## src/rtl/vsel_pkg.sv

```systemverilog
package vsel_pkg;
  typedef enum logic [1:0] {
    SRC_FREE  = 2'd0,
    SRC_CLEAN = 2'd1,
    SRC_DIRTY = 2'd2
  } pick_src_e;
endpackage

```

## src/rtl/vsel_lowest_free.sv

```systemverilog
module vsel_lowest_free #(
  parameter int WAYS  = 4,
  parameter int WAY_W = $clog2(WAYS)
) (
  input  logic [WAYS-1:0]  valid,
  output logic             found,
  output logic [WAY_W-1:0] idx
);
  always_comb begin
    found = 1'b0;
    idx   = '0;
    for (int i = WAYS - 1; i >= 0; i--) begin
      if (!valid[i]) begin
        found = 1'b1;
        idx   = WAY_W'(i);
      end
    end
  end
endmodule

```

## src/rtl/vsel_rr_clean.sv

```systemverilog
module vsel_rr_clean #(
  parameter int WAYS  = 4,
  parameter int WAY_W = $clog2(WAYS)
) (
  input  logic [WAYS-1:0]  cand,
  input  logic [WAY_W-1:0] start,
  output logic             found,
  output logic [WAY_W-1:0] idx
);
  // wrap an offset from start into the way range
  function automatic int wrap_way(input logic [WAY_W-1:0] base, input int off);
    int s;
    s = int'(base) + off;
    if (s >= WAYS) s = s - WAYS;
    return s;
  endfunction

  always_comb begin
    found = 1'b0;
    idx   = '0;
    for (int k = WAYS - 1; k >= 0; k--) begin
      if (cand[wrap_way(start, k)]) begin
        found = 1'b1;
        idx   = WAY_W'(wrap_way(start, k));
      end
    end
  end
endmodule

```

## src/rtl/vsel_rr_ptr.sv

```systemverilog
module vsel_rr_ptr #(
  parameter int WAY_W = 2
) (
  input  logic             clk,
  input  logic             rst_n,
  input  logic             flush,
  input  logic             adv,
  input  logic [WAY_W-1:0] next_val,
  output logic [WAY_W-1:0] ptr_q
);
  always_ff @(posedge clk or negedge rst_n) begin
    if (!rst_n)     ptr_q <= '0;
    else if (flush) ptr_q <= '0;
    else if (adv)   ptr_q <= next_val;
  end
endmodule

```

## src/rtl/vsel_way_dec.sv

```systemverilog
module vsel_way_dec #(
  parameter int WAYS  = 4,
  parameter int WAY_W = $clog2(WAYS)
) (
  input  logic             en,
  input  logic [WAY_W-1:0] idx,
  output logic [WAYS-1:0]  onehot
);
  for (genvar g = 0; g < WAYS; g++) begin : g_dec
    assign onehot[g] = en && (idx == WAY_W'(g));
  end
endmodule

```

## src/rtl/victim_way_sel.sv

```systemverilog
module victim_way_sel #(
  parameter int WAYS  = 4,
  parameter int WAY_W = $clog2(WAYS)
) (
  input  logic             clk,
  input  logic             rst_n,
  input  logic             flush_i,
  input  logic             req_i,
  input  logic [WAYS-1:0]  valid_i,
  input  logic [WAYS-1:0]  dirty_i,
  output logic [WAY_W-1:0] victim_o,
  output logic [WAYS-1:0]  way_we_o,
  output logic             wb_needed_o
);
  import vsel_pkg::*;

  function automatic logic [WAY_W-1:0] step_way(input logic [WAY_W-1:0] w);
    return (int'(w) == WAYS - 1) ? '0 : w + 1'b1;
  endfunction

  logic [WAYS-1:0]  clean_vec;
  logic             free_found, clean_found;
  logic [WAY_W-1:0] free_idx, clean_idx, ptr_q, ptr_next;
  pick_src_e        src;
  logic             ptr_adv;

  assign clean_vec = valid_i & ~dirty_i;

  vsel_lowest_free #(.WAYS(WAYS), .WAY_W(WAY_W)) u_free (
    .valid(valid_i), .found(free_found), .idx(free_idx));

  vsel_rr_clean #(.WAYS(WAYS), .WAY_W(WAY_W)) u_clean (
    .cand(clean_vec), .start(ptr_q), .found(clean_found), .idx(clean_idx));

  always_comb begin
    if (free_found)       src = SRC_FREE;
    else if (clean_found) src = SRC_CLEAN;
    else                  src = SRC_DIRTY;
  end

  always_comb begin
    case (src)
      SRC_FREE:  victim_o = free_idx;
      SRC_CLEAN: victim_o = clean_idx;
      default:   victim_o = ptr_q;
    endcase
  end

  assign wb_needed_o = req_i && (src == SRC_DIRTY);
  assign ptr_adv     = req_i && (src != SRC_FREE);
  assign ptr_next    = step_way(victim_o);

  vsel_rr_ptr #(.WAY_W(WAY_W)) u_ptr (
    .clk(clk), .rst_n(rst_n), .flush(flush_i), .adv(ptr_adv),
    .next_val(ptr_next), .ptr_q(ptr_q));

  vsel_way_dec #(.WAYS(WAYS), .WAY_W(WAY_W)) u_dec (
    .en(req_i), .idx(victim_o), .onehot(way_we_o));
endmodule

```

## config.mk

```make
export PLATFORM = sky130hd
export DESIGN_NAME = victim_way_sel
export DESIGN_NICKNAME = d
export VERILOG_FILES = /design/src/rtl/vsel_pkg.sv /design/src/rtl/vsel_lowest_free.sv /design/src/rtl/vsel_rr_clean.sv /design/src/rtl/vsel_rr_ptr.sv /design/src/rtl/vsel_way_dec.sv /design/src/rtl/victim_way_sel.sv
export SDC_FILE = /design/constraint.sdc
export NUM_CORES = 1
export LEC_CHECK = 0
export ABC_AREA = 1
export BUFFER_PORTS_ARGS = -buffer_cell sky130_fd_sc_hd__buf_2
export CAP_MARGIN = 10
export CELL_PAD_IN_SITES_DETAIL_PLACEMENT = 1
export CELL_PAD_IN_SITES_GLOBAL_PLACEMENT = 2
export CORE_ASPECT_RATIO = 0.9
export CORE_UTILIZATION = 18
export DETAILED_ROUTE_END_ITERATION = 16
export MAX_ROUTING_LAYER = met4
export PLACE_DENSITY_LB_ADDON = 0.1
export SLEW_MARGIN = 20
export SYNTH_ARGS = -nofsm -noshare
export SYNTH_HDL_FRONTEND = slang
export SYNTH_HIERARCHICAL = 1
export SYNTH_SLANG_ARGS = --single-unit
```

## constraint.sdc

```tcl
create_clock -name clk -period 1.81 [get_ports clk]
set_input_delay 0.0905 -clock clk [delete_from_list [all_inputs] [get_ports clk]]
set_output_delay 0.0905 -clock clk [all_outputs]
set_load 0.1 [all_outputs]
```

==> results of run 1 <==
## timing repair
item                                   in CTS  in global routing
hold buffers                                1                  0
setup endpoints to repair                   9                  9
endpoints found under the hold margin       2                  0
setup buffers                               4                  1
cloned                                      0                  0
resized for setup                          10                  7
pin swaps                                   7                  4
## cells in the final DEF, fill, tap and decap left out
cell type,count
nor2_2,2
a21oi_2,1
ha_1,1
inv_2,3
inv_4,1
dfrtp_1,1
dlygate4sd3_1,1
buf_6,4
nand2_4,3
nand3_2,4
buf_2,11
buf_12,7
clkinv_2,1
and2_4,1
a21oi_1,1
nand2_1,25
nand2_2,9
nor3_4,1
clkbuf_4,3
buf_4,10
dfrtp_2,1
nor2_1,8
inv_1,15
nor2_4,5
nand3_4,2
nand3_1,7
a21boi_1,1
o21ai_2,2
## worst max path at each step
| stage | start | to | cells past startpoint |
|---|---|---|---|
| finish | u_ptr/ptr_q[0] | way_we_o[0] | 14 |
| global route | u_ptr/ptr_q[0] | way_we_o[3] | 11 |
| CTS | u_ptr/ptr_q[0] | way_we_o[0] | 13 |
| detailed placement | u_ptr/ptr_q[0] | u_ptr/ptr_q[0] | 14 |
| global placement | u_ptr/ptr_q[0] | u_ptr/ptr_q[0] | 14 |
| floorplan | u_ptr/ptr_q[0] | way_we_o[0] | 10 |
## stage by stage
stage	cell area, µm²	worst slack (ns)	util (%)	std cells
after global routing	982	-0.368	39.5	159
after detailed placement	856	-0.182	34.4	150
after floorplan	569	-0.361	-	96
final	982	-0.245	39.5	159
after global placement	856	-0.121	34.4	150
after CTS	950	-0.263	38.2	158
## cell families (layout without fill, tap and decap cells)
group / Yosys count / in the layout / share of synthesized area [%]
simple gates: 67 / 67 / 62.0
buf+inv: 21 / 56 / 18.3
compound gates: 5 / 5 / 6.54
flops: 2 / 2 / 10.5
fa+ha+maj: 1 / 1 / 2.62
## cell type report
class | count | area share, %
Timing Repair Buffer | 33 | 33.1
Multi-Input combinational cell | 73 | 47.8
Sequential cell | 2 | 5.22
Inverter | 20 | 8.03
Clock buffer | 3 | 2.29
Tap cell | 28 | 3.57
## layer usage
| metal | part of all wire, % | vias up |
|---|---|---|
| met5 | 0 | - |
| li1 | - | 359 |
| met3 | 1.8 | 2 |
| met4 | 0.35 | 0 |
| met2 | 50 | 8 |
| met1 | 48 | 292 |
## Yosys cell counts (all sizes together), types with 2 or more instances
cell type,number
nor2,15
inv,19
a21oi,2
nand2,37
nand3,13
o21ai,2
dfrtp,2
## worst max-delay path, stage by stage (launching register included)
cell	delay, ns
dfrtp_2	0.44
buf_6	0.13
nand2_4	0.05
and2_4	0.16
nand2_2	0.06
nand2_2	0.05
clkinv_2	0.05
nand2_1	0.04
nand2_1	0.06
nand2_2	0.06
nand3_2	0.09
nand3_4	0.10
buf_6	0.15
nor2_4	0.09
buf_12	0.18
## where the power goes
| group | internal, mW | switching (mW) | total, mW |
|---|---|---|---|
| Sequential | 0.0458 | 0.00160 | 0.0474 |
| Combinational | 0.0969 | 0.144 | 0.241 |
| Clock | 0.0729 | 0.0236 | 0.0966 |
| Total | 0.216 | 0.169 | 0.385 |
==> run metrics, run 1 <==
status complete, but fails checks; failing checks setup timing; dpl hpwl 1450 µm; Via density 4.16; CTS buffer count 3; setup_tns -1.81 ns; unrepaired setup endpoints after global routing yes; slew at the pin with the worst max-slew slack 0.361 ns; # diodes 0; r2r worst-path depth 12; Max-Cap Viols 0; Worst R2R Start u_ptr/ptr_q[0]; Area Overhead vs Synth 105%; biggest regs u_ptr/ptr_q (2); Biggest register u_ptr/ptr_q; post-synth top area cell nand2_1; GR Overflow Total 0; launching element type of the critical path flip-flop; first-pass GRT wire length around 3000 µm; ys async rst share between 90% and 100%; worst hold margin 0.150 ns; dominant cells by area after synthesis nand2_1 (27%), inv_1 (14%), nand3_1 (12%); Worst Hold Path EP u_ptr/ptr_q[1]; clock sinks 2; Die Y 50.9 µm; TritonRoute pass-1 iters 4; Die Area about 2900 µm²; largest net degree at the start of global routing 9; fin nets 146; Period minus WS final 2.06 ns; r2r endpoint u_ptr/ptr_q[1]; Worst Skew between 0.001 and 0.0015 ns; synthesized area per cell 4.98 µm²; endpoint arrival time on the critical path 1.96 ns; via count of the first global-routing pass about 700; met3 Use GR 0.759%; initial cell density of the core 19.2%; # IOs 19; M1 GR Usage 16.6%; share of cells above drive strength 1 54.2%; Clk pin slew, worst setup/hold paths 0.03 ns; Clock Latency Late Sink between 0.2 and 0.25 ns; ANT nets after route 0; CP endpoint kind primary output; reg-to-reg slack, setup -0.20 ns; Pins Over Slew Limit 0; vias post-DR 661; Synth cell types 18; Slew HR between 70% and 80%; Hold Crit Start flush_i; final worst slack -0.245 ns; post-synthesis sequential area ratio 10.5%; Max clock buf depth 2; footprint of the multi-input gates around 470 µm²; Min-Delay Path Depth 4; number of H-tree levels 1; CTS tree built; Pleak between 0.5 and 0.6 nW; Synth top area share 26.7%; Port-buffer cells 18; ys flop type dfrtp_1; routability cong. 0.835; DR DRC count 0; Pwr Density about 390 nW/µm²; met2 Track Usage GR 24.4%; # rows 17; Final Setup Violations 9; worst vdd ir 0.219 mV; Root Buffer clkbuf_4; Hold Vio Cnt, Final 0; Hold Path Class input pin to flip-flop; Tcrit/Tclk final 114%; syn_nets roughly 110; Mapped Area ~480 µm²; Total GRT Usage 13.9%; initial antenna violation count 0; flops & latches, synth 2; total power approximately 0.38 mW; worst-path fanout max 8; Ys Warns 6; number of flip-flops in the largest register 2; WL/cell 10.7 µm; FF+latch area 51.3 µm²; Setup CP Type flip-flop to primary output; Chip Width 56.3 µm; core area 2490 µm²; final-layout fill cell count 328; 1st-iter DRT viols 5; Routed WL 1700 µm; GRT Max-Usage Layer met2; number of synthesized flops with an enable pin 0; Achievable Freq 0.487 GHz; CP required 1.72 ns; Mapped Cells between 90 and 100
(Power assumes the default switching activity.)
==> inputs of run 2 (changes only) <==
--- a/config.mk
+++ b/config.mk
@@ -7,4 +7,5 @@
 export LEC_CHECK = 0
 export ABC_AREA = 1
+export ABC_CLOCK_PERIOD_IN_PS = 1810
 export BUFFER_PORTS_ARGS = -buffer_cell sky130_fd_sc_hd__buf_2
 export CAP_MARGIN = 10
==> constraint.sdc (replaced) <==
create_clock -name clk -period 1.81 [get_ports clk]
set_input_delay 0.2715 -clock clk [delete_from_list [all_inputs] [get_ports clk]]
set_output_delay 0.2715 -clock clk [all_outputs]
set_load 0.1 [all_outputs]
==> run 2 against run 1 <==
  * Register-to-register slack worse by 0.11 ns
  * Utilization up 2.1 points
  * Largest power group unchanged
  * The flow still finishes with violations (setup timing)
  * Clock-buffer cell count unchanged
  * Sequential power about the same
==> run metrics, run 2 (synthesis results as in run 1) <==
endpoint arrival time on the critical path 1.95 ns; clock sinks 2; Worst Skew between 0.0015 and 0.002 ns; Worst Hold Path EP u_ptr/ptr_q[0]; routability cong. roughly 0.81; Via density between 4 and 5; Pwr Density 377 nW/µm²; Routed WL 1550 µm; Die Area 2870 µm²; # IOs 19; Crit path largest cell delay 0.46 ns; Chip Width 56.3 µm; status complete, but fails checks; Worst R2R Start u_ptr/ptr_q[0]; commonest non-fill, non-tap cell in the layout nand2_1; Port-buffer cells 18; Final Setup Violations 9; Max clock buf depth 2; TritonRoute pass-1 iters 3; setup_tns -2.99 ns; # diodes 0; r2r endpoint u_ptr/ptr_q[1]; GR Overflow Total 0; # rows 17; CTS tree built; Total GRT Usage roughly an eighth; dpl hpwl 1330 µm; initial antenna violation count 0; fin nets 150; Achievable Freq 0.451 GHz; number of flip-flops in the largest register 2; worst vdd ir roughly 0.30 mV; DR DRC count 0; Pleak 0.563 nW; CP endpoint kind primary output; Biggest register u_ptr/ptr_q; first-pass GRT wire length 2880 µm; reg-to-reg slack, setup -0.31 ns; most frequent cells in the layout nand2_1 (26), inv_1 (15), buf_4 (13); Period minus WS final 2.22 ns; slowest CP cell dfrtp_2; initial cell density of the core 19.2%; dpl ws -0.278 ns; core area 2490 µm²; Area Overhead vs Synth 116%; CP Cell Sequence inv_4, nand2_4, and2_4, a21oi_2, nand2_2, nor2_2, nand2_1, nand3_4, inv_4, nor2_4, buf_12; worst-path fanout max 7; CTS buffer count 3; Clk pin slew, worst setup/hold paths about 0.030 ns; slew at the pin with the worst max-slew slack 0.231 ns; Setup CP Type flip-flop to primary output; Placed Cells 154; Min-Delay Path Depth 4; launching element type of the critical path flip-flop; Pins Over Slew Limit 0; Hold Crit Start flush_i; failing checks setup timing; biggest regs u_ptr/ptr_q (2); Hold Path Class input pin to flip-flop; cell mode on critical path inv_4; Tcrit/Tclk final 123%; r2r worst-path depth 15; unrepaired setup endpoints after global routing yes; Slew HR 84.6%; Die Y 50.9 µm; share of cells above drive strength 1 56.3%; 1st-iter DRT viols 2; vias post-DR 700; number of H-tree levels 1; worst hold margin about 0.33 ns; Root Buffer clkbuf_4; Hold Vio Cnt, Final 0; Clock Latency Late Sink 0.22 ns; largest net degree at the start of global routing 8; CP required 1.54 ns; Layout Cells excl Fill 163; final-layout fill cell count ~330; Max-Cap Viols 0; via count of the first global-routing pass between 700 and 800; final worst slack -0.408 ns; WL/cell around 9.5 µm; ANT nets after route 0
run 2: changes by cell type in the layout (fill, tap and decap cells not counted), sizes merged:
cell / change
buf: +4
run 2: area by class of cell:
cell class	instances	area, µm²	share of cell area [%]
multi-input cells	73	485	46.9
repair buffers	37	359	34.7
inverters	20	81.3	7.86
flip-flops and latches	2	51.3	4.96
well taps	28	35.0	3.39
clock buffers	3	22.5	2.18
run 2: critical path, delay by kind of cell (launching register included):
| kind | cells | cell delay (ns) |
|---|---|---|
| and+or+nand+nor | 7 | 0.80 |
| AOI/OAI and AO/OA | 1 | 0.11 |
| DFF | 1 | 0.46 |
| buffers and inverters | 3 | 0.35 |
run 2: metal layers:
| layer | global-route usage, % | vias up | share of wire [%] | wire, µm |
|---|---|---|---|---|
| met5 | - | - | 0 | 0 |
| met4 | 3.66 | 0 | 0 | 0 |
| met3 | 0.759 | 0 | 1.2 | 19 |
| met2 | 22.0 | 8 | 51 | 799 |
| met1 | 16.5 | 324 | 47 | 735 |
| li1 | - | 368 | - | - |
run 2: power by group:
group          internal, mW  total (mW)  leakage (nW)  switching, mW
sequential           0.0458      0.0473        0.0262        0.00154
combinational         0.103       0.247         0.523          0.144
clock                0.0729      0.0957        0.0138         0.0227
run 2: what timing repair did:
item	CTS	global route
endpoints found under the setup margin	9	9
gates resized for setup	16	6
pin swaps	11	3
endpoints found under the hold margin	2	0
hold buffers	1	0
setup buffers	5	1
run 2: per-stage QoR:
| step | utilization, % | cell area, µm² | total power, mW |
|---|---|---|---|
| 3_5_place_dp | 35.6 | 886 | 0.271 |
| 2_1_floorplan | - | 569 | 0.186 |
| 6_report | 41.6 | 1030 | 0.390 |
| 4_1_cts | 40.7 | 1010 | 0.395 |
| 3_3_place_gp | 35.6 | 886 | 0.269 |
| 5_1_grt | 41.6 | 1030 | 0.419 |
run 2: how the worst max path moves through the flow:
stage / from / endpoint / slack (ns) / cells past startpoint
CTS: u_ptr/ptr_q[0] / way_we_o[3] / -0.43 / 14
global route: u_ptr/ptr_q[0] / way_we_o[2] / -0.53 / 11
floorplan: u_ptr/ptr_q[0] / way_we_o[0] / -0.54 / 10
detailed placement: u_ptr/ptr_q[0] / way_we_o[3] / -0.28 / 11
finish: u_ptr/ptr_q[0] / way_we_o[3] / -0.41 / 11
global placement: u_ptr/ptr_q[0] / way_we_o[3] / -0.29 / 11
==> inputs of run 3 (changes only) <==
--- a/config.mk
+++ b/config.mk
@@ -17,4 +17,5 @@
 export MAX_ROUTING_LAYER = met4
 export PLACE_DENSITY_LB_ADDON = 0.1
+export SKIP_LAST_GASP = 1
 export SLEW_MARGIN = 20
 export SYNTH_ARGS = -nofsm -noshare
==> constraint.sdc (replaced) <==
create_clock -name clk -period 1.81 [get_ports clk]
set_input_delay 0.362 -clock clk [delete_from_list [all_inputs] [get_ports clk]]
set_output_delay 0.362 -clock clk [all_outputs]
set_load 0.1 [all_outputs]
==> run 3 against run 2 <==
  * The run still ends with setup timing left
  * Sequential power hardly changed
  * Global-route usage is 0.55 points lower
  * Hold slack better by 0.094 ns
  * Sequential cell count stayed put
  * Setup slack worse by 0.078 ns
  * Critical endpoint is now way_we_o[1]
  * Largest power group unchanged
==> run metrics, run 3 (synthesis results as in run 1) <==
Achievable Freq 0.435 GHz; Die Y 50.9 µm; first-pass GRT wire length 2800 µm; Worst Skew 0.0000846 ns; worst-path fanout max 5; Die Area 2870 µm²; share of cells above drive strength 1 62.2%; # diodes 0; Hold Path Class input pin to flip-flop; dpl hpwl 1390 µm; r2r endpoint u_ptr/ptr_q[1]; number of flip-flops in the largest register 2; via count of the first global-routing pass 667; Period minus WS final 2.30 ns; Switch Pwr 0.179 mW; Tcrit/Tclk final 127%; routability cong. 0.796; r2r worst-path depth 16; Worst Hold Path EP u_ptr/ptr_q[1]; slew at the pin with the worst max-slew slack 0.288 ns; CP required 1.45 ns; worst hold margin 0.421 ns; Chip Width around 56 µm; DR DRC count 0; # rows 17; final-layout fill cell count a little over 300; launching element type of the critical path flip-flop; Pins Over Slew Limit 0; DP Area 893 µm²; total power 0.412 mW; Port-buffer cells 18; Via density 4.28; endpoint arrival time on the critical path 1.93 ns; Pwr Density 377 nW/µm²; number of H-tree levels 1; status complete, but fails checks; Routed WL ~1700 µm; Max clock buf depth 2; Slew HR 80.7%; Hold Vio Cnt, Final 0; GR Overflow Total 0; Biggest register u_ptr/ptr_q; CTS tree built; initial antenna violation count 0; Min-Delay Path Depth 4; commonest non-fill, non-tap cell in the layout nand2_1; Pleak 0.558 nW; Max-Cap Viols 0; reg-to-reg slack, setup -0.29 ns; Final Setup Violations 9; Setup CP Type flip-flop to primary output; Clock Latency Late Sink approximately 0.22 ns; Reg power frac about 12%; final instance area 1090 µm²; fin nets 150; Clk pin slew, worst setup/hold paths 0.03 ns; WL/cell 10.4 µm; final worst slack -0.486 ns; biggest regs u_ptr/ptr_q (2); unrepaired setup endpoints after global routing yes; most frequent cells in the layout nand2_1 (22), inv_1 (15), nand2_2 (12); Root Buffer clkbuf_4; 1st-iter DRT viols 3; Worst R2R Start u_ptr/ptr_q[0]; initial cell density of the core roughly a fifth; CTS buffer count 3; largest net degree at the start of global routing 8; worst vdd ir roughly 0.29 mV; vias post-DR 697; Internal 0.232 mW; Total GRT Usage between 10% and 20%; TritonRoute pass-1 iters 4; # IOs 19; failing checks setup timing; Clock Power Share 23.0%; Comb pwr share 65.5%; Area Overhead vs Synth 128%; core area roughly 2500 µm²; ANT nets after route 0; Hold Crit Start flush_i; clock sinks 2; CP endpoint kind primary output; switching part of the total 43.5%
-- run 3: power groups by stage --
stage | Clock [mW] | Combinational (mW) | Sequential, mW
after floorplan | 0 | 0.139 | 0.0470
after global placement | 0 | 0.223 | 0.0474
after detailed placement | 0 | 0.226 | 0.0474
after CTS | 0.0984 | 0.241 | 0.0472
after global routing | 0.0974 | 0.288 | 0.0474
final | 0.0947 | 0.270 | 0.0472
-- run 3: area by class of cell --
| cell class | count | area (µm²) | share of cell area [%] |
|---|---|---|---|
| tap | 28 | 35.0 | 3.21 |
| timing repair buffer | 37 | 367 | 33.6 |
| clock buffer | 3 | 22.5 | 2.06 |
| sequential | 2 | 51.3 | 4.70 |
| multi-input combinational | 73 | 536 | 49.1 |
| inverter | 20 | 80.1 | 7.34 |
-- run 3: routing by layer --
| metal | up-vias | GRT usage, % | wire length (µm) |
|---|---|---|---|
| met5 | - | - | 0 |
| met1 | 318 | 17.0 | 849 |
| li1 | 369 | - | - |
| met3 | 0 | 0 | 32 |
| met4 | 0 | 2.44 | 0 |
| met2 | 10 | 20.6 | 807 |
-- run 3: stage by stage --
step | util [%] | instances | TNS, ns | worst slack [ns]
2_1_floorplan | - | 96 | -3.33 | -0.632
3_3_place_gp | 35.9 | 155 | -2.72 | -0.361
3_5_place_dp | 35.9 | 155 | -2.93 | -0.386
4_1_cts | 39.2 | 162 | -3.94 | -0.487
5_1_grt | 43.8 | 163 | -4.56 | -0.596
6_report | 43.8 | 163 | -3.63 | -0.486
-- run 3: worst max-delay path by stage --
stage                              to  depth (start not counted)           start  slack [ns]
after floorplan           way_we_o[0]                         13      valid_i[2]       -0.63
after global placement    way_we_o[1]                         16      valid_i[1]       -0.36
after detailed placement  way_we_o[3]                         16      valid_i[0]       -0.39
after CTS                 way_we_o[3]                         11  u_ptr/ptr_q[0]       -0.49
after global routing      way_we_o[3]                         11  u_ptr/ptr_q[0]       -0.60
final                     way_we_o[1]                         11  u_ptr/ptr_q[0]       -0.49
-- run 3: what timing repair did --
| item | 4_1_cts | 5_1_grt |
|---|---|---|
| setup endpoints to repair | 9 | 9 |
| pin swaps | 6 | 5 |
| hold buffers | 1 | 0 |
| setup buffers | 3 | 2 |
| gates resized for setup | 8 | 27 |
| hold endpoints to repair | 2 | 0 |
-- run 3: worst max-delay path: stages (launching register included) --
cell and delay [ns]:
dfrtp_2 0.44, buf_6 0.15, nand2_2 0.07, o21ai_4 0.07, nor2_2 0.16, nand2_2 0.13
nor2_4 0.11, nand2_1 0.09, nand3_4 0.15, inv_4 0.06, nor2_4 0.10, buf_12 0.18
